<file path="config.mk">
export PLATFORM = sky130hd
export DESIGN_NAME = cpwm_timer
export DESIGN_NICKNAME = d
export VERILOG_FILES = /design/src/rtl/cpwm_pkg.sv /design/src/rtl/cpwm_regs.sv /design/src/rtl/cpwm_route.sv /design/src/rtl/cpwm_engine.sv /design/src/rtl/cpwm_timer.sv
export SDC_FILE = /design/constraint.sdc
export NUM_CORES = 1
export LEC_CHECK = 0
export BUFFER_PORTS_ARGS = -buffer_cell sky130_fd_sc_hd__buf_2
export CORE_ASPECT_RATIO = 0.9
export CORE_MARGIN = 3
export CORE_UTILIZATION = 45
export CTS_BUF_LIST = sky130_fd_sc_hd__clkbuf_2
export CTS_CLUSTER_SIZE = 8
export DETAILED_ROUTE_END_ITERATION = 8
export SLEW_MARGIN = 25
export SYNTH_ARGS = -nofsm -noshare
export SYNTH_HDL_FRONTEND = slang
export SYNTH_SLANG_ARGS = --single-unit
</file>
<file path="constraint.sdc">
create_clock -name clk -period 3.45 [get_ports clk]
set_clock_uncertainty 0.15 [all_clocks]
set_input_delay 0.1725 -clock clk [delete_from_list [all_inputs] [get_ports clk]]
set_output_delay 0.1725 -clock clk [all_outputs]
set_load 0.03 [all_outputs]
</file>
<file path="src/rtl/cpwm_pkg.sv">
package cpwm_pkg;

    typedef enum logic [1:0] {
        ST_OFF  = 2'd0,
        ST_UP   = 2'd1,
        ST_DOWN = 2'd2
    } eng_state_t;

    localparam int ADDR_W   = 5;
    localparam int ADR_EN   = 0;
    localparam int ADR_POL  = 1;
    localparam int ADR_MRG  = 2;
    localparam int ADR_PER  = 8;
    localparam int ADR_DTY  = 16;

endpackage

</file>
<file path="src/rtl/cpwm_regs.sv">
module cpwm_regs
    import cpwm_pkg::*;
#(
    parameter int NCH = 6,
    parameter int W   = 8,
    localparam int NPAIR = NCH / 2
) (
    input  logic                       clk,
    input  logic                       rst_n,
    input  logic                       wr_en,
    input  logic [ADDR_W-1:0]          wr_addr,
    input  logic [W-1:0]               wr_data,
    output logic [NCH-1:0]             en_q,
    output logic [NCH-1:0]             pol_q,
    output logic [NPAIR-1:0]           mrg_q,
    output logic [NCH-1:0][W-1:0]      per_q,
    output logic [NCH-1:0][W-1:0]      dty_q
);

    always_ff @(posedge clk or negedge rst_n) begin
        if (!rst_n) begin
            en_q  <= '0;
            pol_q <= '0;
        end else if (wr_en) begin
            if (wr_addr == ADDR_W'(ADR_EN))  en_q  <= wr_data[NCH-1:0];
            if (wr_addr == ADDR_W'(ADR_POL)) pol_q <= wr_data[NCH-1:0];
        end
    end

    for (genvar n = 0; n < NCH; n++) begin : g_chreg
        always_ff @(posedge clk or negedge rst_n) begin
            if (!rst_n) begin
                per_q[n] <= '0;
                dty_q[n] <= '0;
            end else if (wr_en) begin
                if (wr_addr == ADDR_W'(ADR_PER + n)) per_q[n] <= wr_data;
                if (wr_addr == ADDR_W'(ADR_DTY + n)) dty_q[n] <= wr_data;
            end
        end
    end

    for (genvar k = 0; k < NPAIR; k++) begin : g_mrg
        logic pair_idle;
        assign pair_idle = ~en_q[2*k] & ~en_q[2*k+1];

        always_ff @(posedge clk or negedge rst_n) begin
            if (!rst_n)
                mrg_q[k] <= 1'b0;
            else if (wr_en && wr_addr == ADDR_W'(ADR_MRG) && pair_idle)
                mrg_q[k] <= wr_data[k];
        end

        AST_MERGE_LOCK: assert property (@(posedge clk) disable iff (!rst_n)
            (en_q[2*k] || en_q[2*k+1]) |=> $stable(mrg_q[k]));
    end

endmodule

</file>
<file path="src/rtl/cpwm_route.sv">
module cpwm_route #(
    parameter int NCH = 6,
    parameter int W   = 8,
    localparam int NPAIR = NCH / 2,
    localparam int CW    = 2 * W
) (
    input  logic [NCH-1:0]             en_q,
    input  logic [NCH-1:0]             pol_q,
    input  logic [NPAIR-1:0]           mrg_q,
    input  logic [NCH-1:0][W-1:0]      per_q,
    input  logic [NCH-1:0][W-1:0]      dty_q,
    input  logic [NCH-1:0]             tick_i,
    output logic [NCH-1:0]             run_e,
    output logic [NCH-1:0]             pol_e,
    output logic [NCH-1:0]             tick_e,
    output logic [NCH-1:0][CW-1:0]     per_e,
    output logic [NCH-1:0][CW-1:0]     dty_e
);

    for (genvar k = 0; k < NPAIR; k++) begin : g_pair
        localparam int LO = 2 * k;
        localparam int HI = 2 * k + 1;

        // lower-numbered channel: silenced when merged
        assign run_e[LO]  = en_q[LO] & ~mrg_q[k];
        assign pol_e[LO]  = pol_q[LO];
        assign tick_e[LO] = tick_i[LO];
        assign per_e[LO]  = {{W{1'b0}}, per_q[LO]};
        assign dty_e[LO]  = {{W{1'b0}}, dty_q[LO]};

        // higher-numbered channel: owns the 16-bit counter when merged
        assign run_e[HI]  = en_q[HI];
        assign pol_e[HI]  = pol_q[HI];
        assign tick_e[HI] = tick_i[HI];
        assign per_e[HI]  = mrg_q[k] ? {per_q[LO], per_q[HI]} : {{W{1'b0}}, per_q[HI]};
        assign dty_e[HI]  = mrg_q[k] ? {dty_q[LO], dty_q[HI]} : {{W{1'b0}}, dty_q[HI]};
    end

endmodule

</file>
<file path="src/rtl/cpwm_engine.sv">
module cpwm_engine
    import cpwm_pkg::*;
#(
    parameter int CW = 16
) (
    input  logic          clk,
    input  logic          rst_n,
    input  logic          run,
    input  logic          tick,
    input  logic          pol,
    input  logic [CW-1:0] per_in,
    input  logic [CW-1:0] dty_in,
    output logic          pwm
);

    eng_state_t    state;
    logic [CW-1:0] cnt;
    logic [CW-1:0] per_b;
    logic [CW-1:0] dty_b;

    // state register, counter and staging copies
    always_ff @(posedge clk or negedge rst_n) begin
        if (!rst_n) begin
            state <= ST_OFF;
            cnt   <= '0;
            per_b <= '0;
            dty_b <= '0;
        end else if (!run) begin
            state <= ST_OFF;
            cnt   <= '0;
            per_b <= per_in;
            dty_b <= dty_in;
        end else begin
            unique case (state)
                ST_OFF: begin
                    state <= ST_DOWN;
                end
                ST_UP: begin
                    if (tick) begin
                        if (cnt >= per_b) begin
                            state <= ST_DOWN;
                            cnt   <= cnt - 1'b1;
                        end else begin
                            cnt <= cnt + 1'b1;
                        end
                    end
                end
                ST_DOWN: begin
                    if (tick) begin
                        if (cnt == '0) begin
                            per_b <= per_in;
                            dty_b <= dty_in;
                            if (per_in != '0) begin
                                state <= ST_UP;
                                cnt   <= CW'(1);
                            end
                        end else begin
                            cnt <= cnt - 1'b1;
                        end
                    end
                end
                default: begin
                    state <= ST_OFF;
                    cnt   <= '0;
                end
            endcase
        end
    end

    // output decode
    logic active;
    always_comb begin
        active = 1'b0;
        unique case (state)
            ST_OFF:  active = 1'b0;
            ST_UP:   active = (per_b != '0) && (cnt > dty_b);
            ST_DOWN: active = (per_b != '0) && (cnt >= dty_b);
            default: active = 1'b0;
        endcase
        pwm = pol ^ active;
    end

    AST_CNT_BOUND: assert property (@(posedge clk) disable iff (!rst_n)
        (state != ST_OFF) |-> (cnt <= per_b));

    AST_STAGE_HOLD: assert property (@(posedge clk) disable iff (!rst_n)
        (run && state != ST_OFF && !(state == ST_DOWN && cnt == '0 && tick))
        |=> $stable(per_b) && $stable(dty_b));

    AST_TICK_GATE: assert property (@(posedge clk) disable iff (!rst_n)
        (run && !tick && state != ST_OFF) |=> $stable(cnt));

    AST_ZERO_PER: assert property (@(posedge clk) disable iff (!rst_n)
        (run && per_b == '0) |-> (pwm == pol));

    AST_OFF_LEVEL: assert property (@(posedge clk) disable iff (!rst_n)
        !run |=> (cnt == '0) && (pwm == pol));

endmodule

</file>
<file path="src/rtl/cpwm_timer.sv">
module cpwm_timer
    import cpwm_pkg::*;
#(
    parameter int NCH = 6,
    parameter int W   = 8,
    localparam int NPAIR = NCH / 2,
    localparam int CW    = 2 * W
) (
    input  logic              clk,
    input  logic              rst_n,
    input  logic [NCH-1:0]    tick_i,
    input  logic              wr_en,
    input  logic [ADDR_W-1:0] wr_addr,
    input  logic [W-1:0]      wr_data,
    output logic [NCH-1:0]    pwm_o
);

    logic [NCH-1:0]          en_q;
    logic [NCH-1:0]          pol_q;
    logic [NPAIR-1:0]        mrg_q;
    logic [NCH-1:0][W-1:0]   per_q;
    logic [NCH-1:0][W-1:0]   dty_q;

    logic [NCH-1:0]          run_e;
    logic [NCH-1:0]          pol_e;
    logic [NCH-1:0]          tick_e;
    logic [NCH-1:0][CW-1:0]  per_e;
    logic [NCH-1:0][CW-1:0]  dty_e;

    cpwm_regs #(.NCH(NCH), .W(W)) u_regs (
        .clk     (clk),
        .rst_n   (rst_n),
        .wr_en   (wr_en),
        .wr_addr (wr_addr),
        .wr_data (wr_data),
        .en_q    (en_q),
        .pol_q   (pol_q),
        .mrg_q   (mrg_q),
        .per_q   (per_q),
        .dty_q   (dty_q)
    );

    cpwm_route #(.NCH(NCH), .W(W)) u_route (
        .en_q   (en_q),
        .pol_q  (pol_q),
        .mrg_q  (mrg_q),
        .per_q  (per_q),
        .dty_q  (dty_q),
        .tick_i (tick_i),
        .run_e  (run_e),
        .pol_e  (pol_e),
        .tick_e (tick_e),
        .per_e  (per_e),
        .dty_e  (dty_e)
    );

    for (genvar n = 0; n < NCH; n++) begin : g_eng
        cpwm_engine #(.CW(CW)) u_eng (
            .clk    (clk),
            .rst_n  (rst_n),
            .run    (run_e[n]),
            .tick   (tick_e[n]),
            .pol    (pol_e[n]),
            .per_in (per_e[n]),
            .dty_in (dty_e[n]),
            .pwm    (pwm_o[n])
        );
    end

    for (genvar k = 0; k < NPAIR; k++) begin : g_chk
        AST_LOW_IDLE: assert property (@(posedge clk) disable iff (!rst_n)
            $past(mrg_q[k]) && mrg_q[k] |-> (pwm_o[2*k] == pol_q[2*k]));
    end

endmodule

</file>
==> impl.org, run 1 <==
** Die
- The die is 216.8 um tall.
- Number of placement rows :: 76
- Initial core utilization :: 45.98%
- I/O Pins :: 28
- Floorplan die width :: 240.2 um
- The die covers 52,060 um^2.
- Core area :: 48,310 um^2

** Worst setup path
- Counting cells, the worst reg-to-reg path comes to 10.
- Together, buffers and inverters on the worst path number 1.
- STA puts the critical path data required time at 3130 ps.
- For this run, the slowest stage of the critical path takes 540 ps.
- Endpoint type of the worst setup path :: primary output
- Cell count along the critical path :: 8
- Critical path cell sequence :: ha_4 > nand4_1 > nor2_2 > nand3_2 > or4_4 > o2111ai_4 > xnor2_2 > buf_6
- CP startpoint kind :: register
- The critical path in this run is classified as reg2out.
- On the critical path, the stage with the largest delay is an instance of sky130_fd_sc_hd__or4_4.
- Critical-path maximum fanout :: 3
- Data arrives at the worst endpoint at 3250 ps.
- The cell family contributing the most delay on the critical path is simple AND/OR/NAND/NOR gates.

** Logic synthesis
- Most frequently used flop master after synthesis :: sky130_fd_sc_hd__dfrtp_1
- Synth Net Count :: 2,553
- For this run, the number of Yosys warnings is 0.
- Number of enable-type register cells in the synthesized netlist :: 0
- Netlist Area Pre-Place :: 22,210 um^2
- Counting every instance in the synthesized netlist gives 2,345.
- Post-synthesis sequential element count :: 363
- Sequential elements use 40.90% of the synthesized area.
- Average cell area after synthesis :: 9.471 um^2
- Distinct cell type count of the synthesized netlist :: 81
- FFs w/ async S/R, synth :: 100.0%

** Timing
- Final hold analysis gives a worst-case slack of 131.9 ps.
- The count of pins over their slew limit came to 0.
- Relative slew margins :: 33.82%
- At the pin with the least slew margin, the transition time is 990.6 ps.
- Share of the cycle needed by the critical path after routing :: 103.6%
- Once routing completed, OpenROAD measured the worst setup slack at -123.8 ps.
- Setup repair after global routing could not meet its margin everywhere.
- Subtracting the final worst setup slack from the clock period gives 3574 ps.
- Hold violation count in the final report :: 0
- Based on the critical path, the design can be clocked at up to 279.8 MHz.
- Setup violations remaining at the end of the flow were counted as 2.

** CTS
- Worst skew pair latency :: 1110 ps
- TritonCTS built the clock tree.
- The number of clock buffers added by TritonCTS is 98.
- The H-tree was split into 3 levels.
- Clk slew on worst S/H paths :: 110 ps
- Counting along the longest clock path gives a buffer depth of 3.
- The root buffer cell chosen for the clock tree is sky130_fd_sc_hd__clkbuf_2.
- Number of clock sinks seen by CTS :: 363

** Power
- Maximum ir drop on the vdd rail :: 0.3217 mV
- For this design the ratio of total power to cell area is 542.0 nW/um^2.
- Pleak :: 12.18 nW
- Total power :: 14.02 mW

** Placed design
- GP Congestion :: 0.8854
- Before CTS, the worst setup slack after placement is 351.1 ps.
- The count of buffers added on input and output ports is 27.
- The HPWL after detailed placement is 41.74 mm.
- Post-placement cell area :: 23,350 um^2

** Cells and area
- With fillers left out, the area of the finished cells amounts to 25,880 um^2.
- Nets :: 2,776
- Of the cells placed in the final design, the portion with a size suffix greater than 1 is 24.41%.
- Cells fill 53.57% of the core in the end.
- The area growth from synthesis to layout is 16.51%.
- Total of fill cells in the finished design :: 4,393

** GRT
- The number of antenna violations at the first check in global routing came to 3.
- The total overflow left after global routing is 0.
- Via count of the first global-routing pass :: 18,849
- Global-route wire length before repair :: 99.71 mm
- Largest net degree at the start of global routing :: 101
- Overall Global Routing Usage :: 23.59%

** Detailed routing
- After the first detailed-routing iteration, the DRC count stood at 1,663.
- For this run, design rule violations remaining after detail routing come to 0.
- Wires add up to 61.20 mm.
- Number of iterations in the first detailed-routing pass :: 7
- The detailed router placed 19,033 vias in this run.
- In this run the remaining antenna-violating nets after routing total 0.
- Dividing the detail-routed wire length by the instance count gives 18.71 um.
- In the routed layout, each cell is associated on average with a via count of 5.819.

** Hold path
- The path class of the tightest hold or removal check is in2reg.
- Number of instances on the worst hold path :: 6

** Outcome
- Violations in the final reports :: negative setup slack
- Outcome :: finished, violations left

** Flow run
- Max cap viols :: 0
-- tightest hold or removal path, delay by kind of cell --
family	cells	cell delay [ps]
and+or+nand+nor	1	60
AOI/OAI and AO/OA	3	490
buffers and inverters	2	630
-- registers in the layout, summed over array words and instances (netlist names) --
register	count
u_regs.pol_q	6
u_regs.dty_q	48
g_eng.u_eng.cnt	96
g_eng.u_eng.dty_b	72
g_eng.u_eng.per_b	72
u_regs.mrg_q	3
g_eng.u_eng.state	12
u_regs.en_q	6
u_regs.per_q	48
-- report_power, final --
group          internal [mW]  total, mW  switching [mW]
Combinational           2.23       5.16            2.93
Clock                   1.38       3.28            1.90
Sequential              4.99       5.59           0.593
-- worst paths after layout --
check	startpoint	endpoint	slack (ps)
min in group asynchronous	rst_n	g_eng[1].u_eng.dty_b[15]	150
setup / recovery	g_eng[3].u_eng.cnt[15]	pwm_o[3]	-120
hold / removal	tick_i[1]	g_eng[1].u_eng.state[1]	130
hold reg to reg	u_regs.dty_q[25]	g_eng[3].u_eng.dty_b[1]	320
setup reg to reg	g_eng[0].u_eng.state[0]	g_eng[0].u_eng.cnt[14]	250
max in group asynchronous	rst_n	u_regs.dty_q[43]	2430
-- cell type report --
| type | instances | area, um^2 | area share [%] |
|---|---|---|---|
| Tap cell | 624 | 780.7 | 3.017 |
| Clock buffer | 149 | 745.7 | 2.882 |
| Multi-Input combinational cell | 1668 | 12320 | 47.63 |
| Clock inverter | 25 | 188.9 | 0.7301 |
| Sequential cell | 363 | 9141 | 35.33 |
| Inverter | 210 | 790.8 | 3.056 |
| Timing Repair Buffer | 227 | 1893 | 7.316 |
| Antenna cell | 5 | 12.51 | 0.04835 |
-- layer usage --
layer | global-route usage, % | wire length [um]
met2 | 35.57 | 27000
met4 | 7.712 | 1531
met1 | 34.38 | 29180
met5 | 0 | 7
met3 | 4.257 | 3486
-- cell usage after synthesis, drive strengths merged (28+ instances only) --
master  instances  area share, %
or3            35            1.1
a31oi          33           0.93
a21oi         117            2.7
a221oi         44            1.7
nand4          35           0.99
a211oi         28           0.95
clkbuf         87            1.5
mux2          180            9.1
nand3          96            2.2
dfrtp         363             41
nor3           70            1.7
inv           210            3.5
nor2          104            1.8
nand2         199            3.4
nor4           43            1.3
ha            186             10
and3           29           0.82
o21ai         166            3.7
-- through the flow --
stage,setup TNS [ps],cells
after floorplan,0,2345
after global placement,0,2965
after detailed placement,0,2965
after CTS,-658.4,3228
after global routing,-1103,3271
final,-232.4,3271
-- what timing repair did --
item	4_1_cts	5_1_grt
buffers inserted	39	42
gates resized for setup	88	38
pin swaps	46	27
endpoints found under the hold margin	712	0
hold buffers	53	0
endpoints found under the setup margin	6	6
-- cells in the final DEF, fill, tap and decap left out, drive strengths merged, types with 22 or more instances in the layout --
cell type / n
nor3: 70
nand2b: 22
o21ai: 166
a21o: 22
nand3: 96
nand2: 199
inv: 213
a211oi: 28
a221oi: 44
mux2: 180
dfrtp: 363
buf: 175
nor2: 104
dlygate4sd3: 52
nand4: 35
a31oi: 33
ha: 186
a21oi: 117
and3: 29
nor4: 43
or3: 35
clkbuf: 149
-- cells by family after synthesis --
| kind of cell | after synthesis | share of synthesized area, % |
|---|---|---|
| AND/OR/NAND/NOR | 717 | 16.42 |
| AO/OA/AOI/OAI | 546 | 15.90 |
| flip-flops | 363 | 40.90 |
| buffers and inverters | 314 | 5.532 |
| multiplexers | 199 | 9.983 |
| adder cells (fa/ha/maj) | 186 | 10.48 |
| XOR/XNOR | 20 | 0.7887 |
No activity file was read; power rests on OpenSTA's default activity.
==> inputs of run 2 (changes only) <==
Settings changed: CELL_PAD_IN_SITES_DETAIL_PLACEMENT set to 1, CELL_PAD_IN_SITES_GLOBAL_PLACEMENT set to 1, PLACE_DENSITY_LB_ADDON set to 0.1.
Clock period 3.45 ns to 3.96 ns, I/O delays scaled along.
==> impl.org, run 2 (synthesis gave the netlist of run 1 again) <==
** Outcome
- Outcome :: finished clean

** GRT
- The via count of the first global-routing pass was 19,852 (+5.3%).
- Global-route wire length before repair :: 107.2 mm (+7.5%)
- Largest net degree at the start of global routing :: 80 (-21%)
- The leftover overflow at the end of global routing was 0 (unchanged).
- The number of antenna violations at the first check in global routing was 4 (+1).
- The overall routing resource usage is 25.45% (+1.9 points).

** Power
- The leakage component of the power came to 11.64 nW (-4.4%).
- Maximum ir drop on the vdd rail :: 0.3264 mV (+1.4%)
- The power per standard cell area is 478.5 nW/um^2 (-12%).

** Timing
- After layout, the minimum clock period comes to 3780 ps.
- Hold violation count in the final report :: 0 (unchanged)
- Hold slack final :: 123.1 ps (-8.747 ps)
- The transition at the pin with the smallest max-transition slack came to 883.7 ps (-106.9 ps).
- Timing would allow up to 264.6 MHz.
- Share of the cycle needed by the critical path after routing :: 95.45%
- Total of endpoints with negative setup slack in the final report :: 0 (-2)
- The final worst-path setup slack was 180.1 ps (+303.9 ps).
- The headroom to the max-slew limit is 40.69% (+6.9 points).
- Slew Viols, Final :: 0 (unchanged)

** Detailed routing
- The count of antenna-violating nets left after detailed routing was 0 (unchanged).
- Drt drc :: 0 (unchanged)
- Number of iterations in the first detailed-routing pass :: 5 (-2)
- The DRC marker count from the first detailed-route iteration was 1,159 (-30%).
- Wire length per cell :: 20.75 um (+11%)
- Final routed wirelength across all metal layers :: 65.94 mm (+7.7%)
- The number of vias in the routed layout is 18,785 (-1.3%).
- The vias per cell came to 5.913 (+1.6%).

** Die
- The floorplan die area is 52,060 um^2 (unchanged).
- The placement row count came to 76 (unchanged).
- I/O Pins :: 28 (unchanged)
- Initial core utilization :: 45.98% (unchanged)
- The chip height is 216.8 um (unchanged).
- Core area :: 48,310 um^2 (unchanged)
- Floorplan die width :: 240.2 um (unchanged)

** Hold path
- Classification of the worst-slack hold path :: in2reg

** Worst setup path
- Count of buffer and inverter cells on the critical path :: 1 (unchanged)
- The critical path's largest stage delay came to 540 ps (about the same).
- Critical Path AT :: 3430 ps (+180 ps)
- Family with the most delay on the worst path :: simple AND/OR/NAND/NOR gates
- Data required time of the critical path :: 3610 ps (+480 ps)
- Critical path class :: reg2out
- Critical path cell sequence :: ha_1 > nand4_1 > nor2_2 > nand3_2 > or4_4 > o2111ai_4 > xnor2_4 > buf_6
- Endpoint type of the worst setup path :: primary output
- Critical-path maximum fanout :: 10 (+7)
- On the critical path, the stage with the largest delay is an instance of sky130_fd_sc_hd__or4_4.
- CP startpoint kind :: register

** CTS
- Level count of the clock H-tree :: 3 (unchanged)
- Clk slew on worst S/H paths :: 80 ps (-30 ps)
- Number of clock buffers inserted by TritonCTS :: 99 (+1.0%)
- In this run the clock root is driven by a sky130_fd_sc_hd__clkbuf_2.
- TritonCTS built the clock tree.
- Clock tree buffer depth :: 3 (unchanged)
- Number of clock sinks seen by CTS :: 363 (unchanged)
- Worst skew pair latency :: 1160 ps (+50 ps)

** Placed design
- The weighted congestion reported at the end of routability-driven placement was 0.8545 (-3.5%).
- The pre-CTS setup slack came to 471.5 ps (+120.4 ps).
- The estimated wirelength of the detail-placed design is 46.12 mm (+11%).
- Number of buffers inserted by port buffering :: 27 (unchanged)

** Cells and area
- The largest registers in the layout are g_eng.u_eng.cnt x96, g_eng.u_eng.dty_b x72, g_eng.u_eng.per_b x72.
- Nets :: 2,687 (-3.2%)
- The top cell types in the final layout, fill and taps aside, are sky130_fd_sc_hd__dfrtp_1 (349), sky130_fd_sc_hd__inv_1 (210), sky130_fd_sc_hd__nand2_1 (199).
- Fraction of final layout cells with drive strength greater than 1 :: 18.70% (-5.7 points)
- Most common cell after layout, fill and taps aside :: sky130_fd_sc_hd__dfrtp_1
- Growth of design area from synthesis to finish :: 11.26%
- Register with the most flip-flops :: g_eng.u_eng.cnt
- Flip-flop count of the largest register, all copies and words added :: 96 (unchanged)

** Flow run
- The number of violations of the max-capacitance limit is 0 (unchanged).
## run 2: cell types whose count changed in the layout (fill, tap and decap cells not counted), sizes merged
cell and delta:
buf -84, clkbuf -12, diode +2, dlygate4sd3 -6
clkinvlp +2, clkinv +6, inv +1, bufinv -3
## run 2: power by group
group          switching (mW)  internal [mW]  leakage [nW]  total (mW)
Clock                    1.69          0.947         0.638        2.64
Combinational            2.54           1.73          6.21        4.27
Sequential              0.567           4.35          4.79        4.91
## run 2: final cells by class
| class | count | area (um^2) |
|---|---|---|
| Sequential cell | 363 | 9101 |
| Inverter | 210 | 788.3 |
| Timing Repair Buffer | 137 | 1165 |
| Clock inverter | 31 | 145.1 |
| Antenna cell | 7 | 17.52 |
| Clock buffer | 137 | 685.7 |
| Multi-Input combinational cell | 1668 | 12030 |
| Tap cell | 624 | 780.7 |
| Fill cell | 5530 | 23600 |
## run 2: worst paths after layout
path	from	endpoint	slack (ps)	depth (start not counted)
worst max-delay path	g_eng[3].u_eng.cnt[8]	pwm_o[3]	180	8
worst min-delay path	tick_i[1]	g_eng[1].u_eng.state[0]	120	6
worst max register to register	g_eng[5].u_eng.cnt[13]	g_eng[5].u_eng.state[0]	400	9
worst min register to register	u_regs.dty_q[8]	g_eng[1].u_eng.dty_b[0]	340	2
max in group asynchronous	rst_n	g_eng[4].u_eng.cnt[2]	2970	4
min in group asynchronous	rst_n	g_eng[3].u_eng.cnt[12]	210	4
## run 2: metrics by stage
step / setup TNS, ps / power [mW] / cells / area (um^2) / util, %
2_1_floorplan: 0 / 7.717 / 2345 / 22210 / -
3_5_place_dp: 0 / 9.075 / 2938 / 23140 / 47.89
3_3_place_gp: 0 / 8.862 / 2938 / 23140 / 47.89
6_report: 0 / 11.82 / 3177 / 24710 / 51.15
4_1_cts: -10.17 / 11.84 / 3153 / 24490 / 50.70
5_1_grt: -122.8 / 12.75 / 3176 / 24710 / 51.15
## run 2: per-layer routing
layer	up-vias	GRT usage, %	wire length [um]
met4	0	6.210	1217
met3	100	4.118	2335
li1	8853	-	-
met5	-	0	0
met2	303	41.32	30830
met1	9529	35.70	31550
## run 2: repair_timing
| item | 4_1_cts | 5_1_grt |
|---|---|---|
| resized for setup | 16 | 16 |
| setup buffers | 0 | 17 |
| endpoints found under the hold margin | 709 | 0 |
| pin swaps | 0 | 5 |
| hold buffers | 47 | 0 |
| setup endpoints to repair | 3 | 4 |
## run 2: tightest hold or removal path, cell delays in order
cell and delay (ps):
sky130_fd_sc_hd__dlygate4sd3_1 520, sky130_fd_sc_hd__buf_2 140, sky130_fd_sc_hd__nor2_1 140, sky130_fd_sc_hd__a21o_1 140
sky130_fd_sc_hd__a211o_1 130, sky130_fd_sc_hd__a21oi_1 60
==> inputs of run 3 (changes only) <==
--- a/config.mk
+++ b/config.mk
@@ -6,5 +6,6 @@
 export NUM_CORES = 1
 export LEC_CHECK = 0
-export BUFFER_PORTS_ARGS = -buffer_cell sky130_fd_sc_hd__buf_2
+export BUFFER_PORTS_ARGS = -buffer_cell sky130_fd_sc_hd__buf_4
+export CAP_MARGIN = 10
 export CELL_PAD_IN_SITES_DETAIL_PLACEMENT = 1
 export CELL_PAD_IN_SITES_GLOBAL_PLACEMENT = 1
--- a/constraint.sdc
+++ b/constraint.sdc
@@ -3,3 +3,3 @@
 set_input_delay 0.198 -clock clk [delete_from_list [all_inputs] [get_ports clk]]
 set_output_delay 0.198 -clock clk [all_outputs]
-set_load 0.03 [all_outputs]
+set_load 0.1 [all_outputs]
==> impl.org, run 3 (synthesis gave the netlist of run 1 again) <==
** Outcome
- The flow ran to the end, and the final reports show no timing, DRC or antenna violations.

** Placed design
- GP Congestion :: 0.8487 (-0.68%)
- The estimated wirelength of the detail-placed design was 45.97 mm (-0.33%).
- Number of buffers inserted by port buffering :: 27 (unchanged)
- The pre-CTS setup slack is 541.7 ps (+70.17 ps).

** Worst setup path
- Most repeated library cell on the critical path :: sky130_fd_sc_hd__buf_4
- The required time reported for the critical path endpoint came to 3610 ps (about the same).
- Critical path cell sequence :: ha_1 > nand4_1 > buf_4 > buf_4 > buf_4 > o211ai_1 > o2111ai_4 > xnor2_2 > buf_12
- Critical path class :: reg2out
- The number of buffers and inverters on the critical path is 4 (+3).
- Endpoint type of the worst setup path :: primary output
- Worst flop-to-flop path startpoint :: g_eng[5].u_eng.per_b[14]
- Family with the most delay on the worst path :: buffers and inverters
- Reg2reg end :: g_eng[5].u_eng.state[0]
- Setup slack, reg-to-reg :: 560 ps (+160 ps)
- The arrival time reported for the critical path endpoint came to 3450 ps (+20 ps).
- The peak fanout along the critical path is 10 (unchanged).
- Worst Reg-to-Reg Cells :: 9 (unchanged)
- The slowest stage of the critical path is the sky130_fd_sc_hd__dfrtp_2 cell.
- Max incr delay on CP :: 490 ps (-50 ps)
- CP startpoint kind :: register

** Cells and area
- Leaving out fill and tap cells, the most frequent cell in the layout is sky130_fd_sc_hd__dfrtp_1.
- The net count of the finished layout came to 2,684 (-0.11%).
- Growth of design area from synthesis to finish :: 12.10%
- The layout cell share with drive strength beyond 1 was 19.23% (+0.54 points).
- The utilization after layout came to 51.54% (+0.39 points).
- The number of flip-flops under the largest register name was 96 (unchanged).
- Leaving out fill and tap cells, the most frequent cells in the layout are sky130_fd_sc_hd__dfrtp_1 (343), sky130_fd_sc_hd__inv_1 (209), sky130_fd_sc_hd__nand2_1 (199).
- Regs by FF count :: g_eng.u_eng.cnt x96, g_eng.u_eng.dty_b x72, g_eng.u_eng.per_b x72
- Ranked by flip-flop count, first place goes to g_eng.u_eng.cnt.

** GRT
- Via count of the first global-routing pass :: 20,153 (+1.5%)
- The pin count of the biggest net entering global routing was 107 (+34%).
- Met3 routing resource usage after global routing :: 4.397% (+0.28 points)
- Overall Global Routing Usage :: 25.63% (+0.19 points)
- Global routing met1 resource utilization :: 35.56% (-0.14 points)
- The number of antenna violations at the first check in global routing was 4 (unchanged).
- The global-route wire length before repair came to 108.2 mm (+0.88%).
- The leftover overflow at the end of global routing came to 0 (unchanged).
- Met2 track demand over resource in global routing :: 41.56% (+0.24 points)
- Layer with the highest usage :: met2

** Timing
- Maximum clock rate :: 263.6 MHz (-0.35%)
- Post-route minimum period :: 3793 ps (+13.47 ps)
- The final worst-path setup slack was 166.7 ps (-13.47 ps).
- The count of pins over their slew limit came to 0 (unchanged).
- Relative slew margins :: 33.06% (-7.6 points)
- The fraction of the cycle the final worst path needs came to 95.79% (+0.34 points).
- The transition at the pin with the smallest max-transition slack is 1001 ps (+117.1 ps).
- Total of endpoints with negative setup slack in the final report :: 0 (unchanged)
- Setup repair after global routing could not meet its margin everywhere.
- The final hold violation count came to 0 (unchanged).

** Power
- Pleak :: 11.72 nW (+0.65%)
- Total power :: 12.14 mW (+2.7%)
- Maximum ir drop on the vdd rail :: 0.3129 mV (-4.1%)
- The power per standard cell area was 487.8 nW/um^2 (+1.9%).

** Hold path
- Classification of the worst-slack hold path :: in2reg
- Hold Path End :: g_eng[2].u_eng.state[0]
- Number of instances on the worst hold path :: 5 (-1)
- Hold Crit Start :: tick_i[2]

** CTS
- Worst skew pair latency :: 1100 ps (-60 ps)
- The clock transition at the register clock pins on the worst setup and hold paths after CTS came to 100 ps (+20 ps).
- Level count of the clock H-tree :: 3 (unchanged)
- Number of clock buffers inserted by TritonCTS :: 99 (unchanged)
- The number of sinks handled by clock tree synthesis was 363 (unchanged).
- TritonCTS built the clock tree.
- Clock root buffer master :: sky130_fd_sc_hd__clkbuf_2
- The maximum clock path buffer count came to 3 (unchanged).

** Detailed routing
- The total routed wirelength came to 64.99 mm (-1.4%).
- The number of vias in the routed layout came to 18,688 (-0.52%).
- Avg Vias per Cell :: 5.866 (-0.80%)
- The number of optimization iterations in the first detailed-route pass is 5 (unchanged).
- The number of remaining DRC errors was 0 (unchanged).
- Violation count after the first detailed-routing iteration :: 924 (-20%)
- The count of antenna-violating nets left after detailed routing is 0 (unchanged).
- The average wire per cell in the routed design was 20.40 um (-1.7%).

** Flow run
- The number of violations of the max-capacitance limit came to 0 (unchanged).

** Die
- The placement row count came to 76 (unchanged).
- The initial standard-cell utilization of the core came to 45.98% (unchanged).
- I/O Pins :: 28 (unchanged)
- The overall die width was 240.2 um (unchanged).
- The core outline area is 48,310 um^2 (unchanged).
- The chip height is 216.8 um (unchanged).
- Die footprint :: 52,060 um^2 (unchanged)
[run 3: changes by cell type in the layout (fill, tap and decap cells not counted), sizes merged, moves of 3 or more]
cell,previous run,this run
clkinv,25,37
buf,91,88
diode,7,4
clkbuf,137,140
[run 3: power by group]
part	switching (mW)	total, mW	internal [mW]
logic	2.65	4.44	1.79
registers	0.559	4.90	4.35
clock network	1.75	2.80	1.04
total	4.97	12.1	7.18
[run 3: repair_timing]
action                                  in CTS  in global routing
endpoints found under the setup margin       4                  6
endpoints found under the hold margin      716                  0
gates cloned                                 0                  0
gates resized for setup                     24                 25
hold buffers                                46                  0
buffers inserted                            14                  4
pin swaps                                    5                 11
[run 3: worst min-delay path: stages]
cell                            delay [ps]
sky130_fd_sc_hd__dlygate4sd3_1         550
sky130_fd_sc_hd__buf_4                 150
sky130_fd_sc_hd__and3_1                150
sky130_fd_sc_hd__a21oi_1               160
sky130_fd_sc_hd__a211oi_1               70
[run 3: routing by layer]
metal,wire length (um),vias up
li1,-,8852
met1,30870,9398
met2,30380,330
met3,2378,106
met4,1357,2
met5,7,-
[run 3: metrics by stage]
stage                     std cells  area [um^2]  hold WS (ps)  setup TNS (ps)
after global routing           3186        24900         61.63          -133.2
after CTS                      3178        24740         3.535          -4.308
after global placement         2935        23180         207.8               0
after floorplan                2345        22210        -247.6               0
after detailed placement       2935        23180         214.3               0
final                          3186        24900         170.1               0
[run 3: how the worst max path moves through the flow]
stage	from	endpoint	slack (ps)	cells after the start
floorplan	g_eng[5].u_eng.per_b[9]	g_eng[5].u_eng.cnt[4]	1150	10
global placement	g_eng[5].u_eng.cnt[13]	g_eng[5].u_eng.state[0]	630	8
detailed placement	g_eng[5].u_eng.cnt[13]	g_eng[5].u_eng.state[0]	540	8
CTS	g_eng[3].u_eng.cnt[13]	pwm_o[3]	-4	8
global route	g_eng[3].u_eng.cnt[1]	pwm_o[3]	-60	9
finish	g_eng[5].u_eng.cnt[13]	pwm_o[5]	170	9
[run 3: layout make-up]
class | instances | area, um^2
clock inverter | 44 | 219.0
tap | 624 | 780.7
multi-input combinational | 1668 | 12070
clock buffer | 139 | 695.7
antenna | 4 | 10.01
sequential | 363 | 9109
inverter | 210 | 788.3
timing repair buffer | 134 | 1225
fill | 5524 | 23410
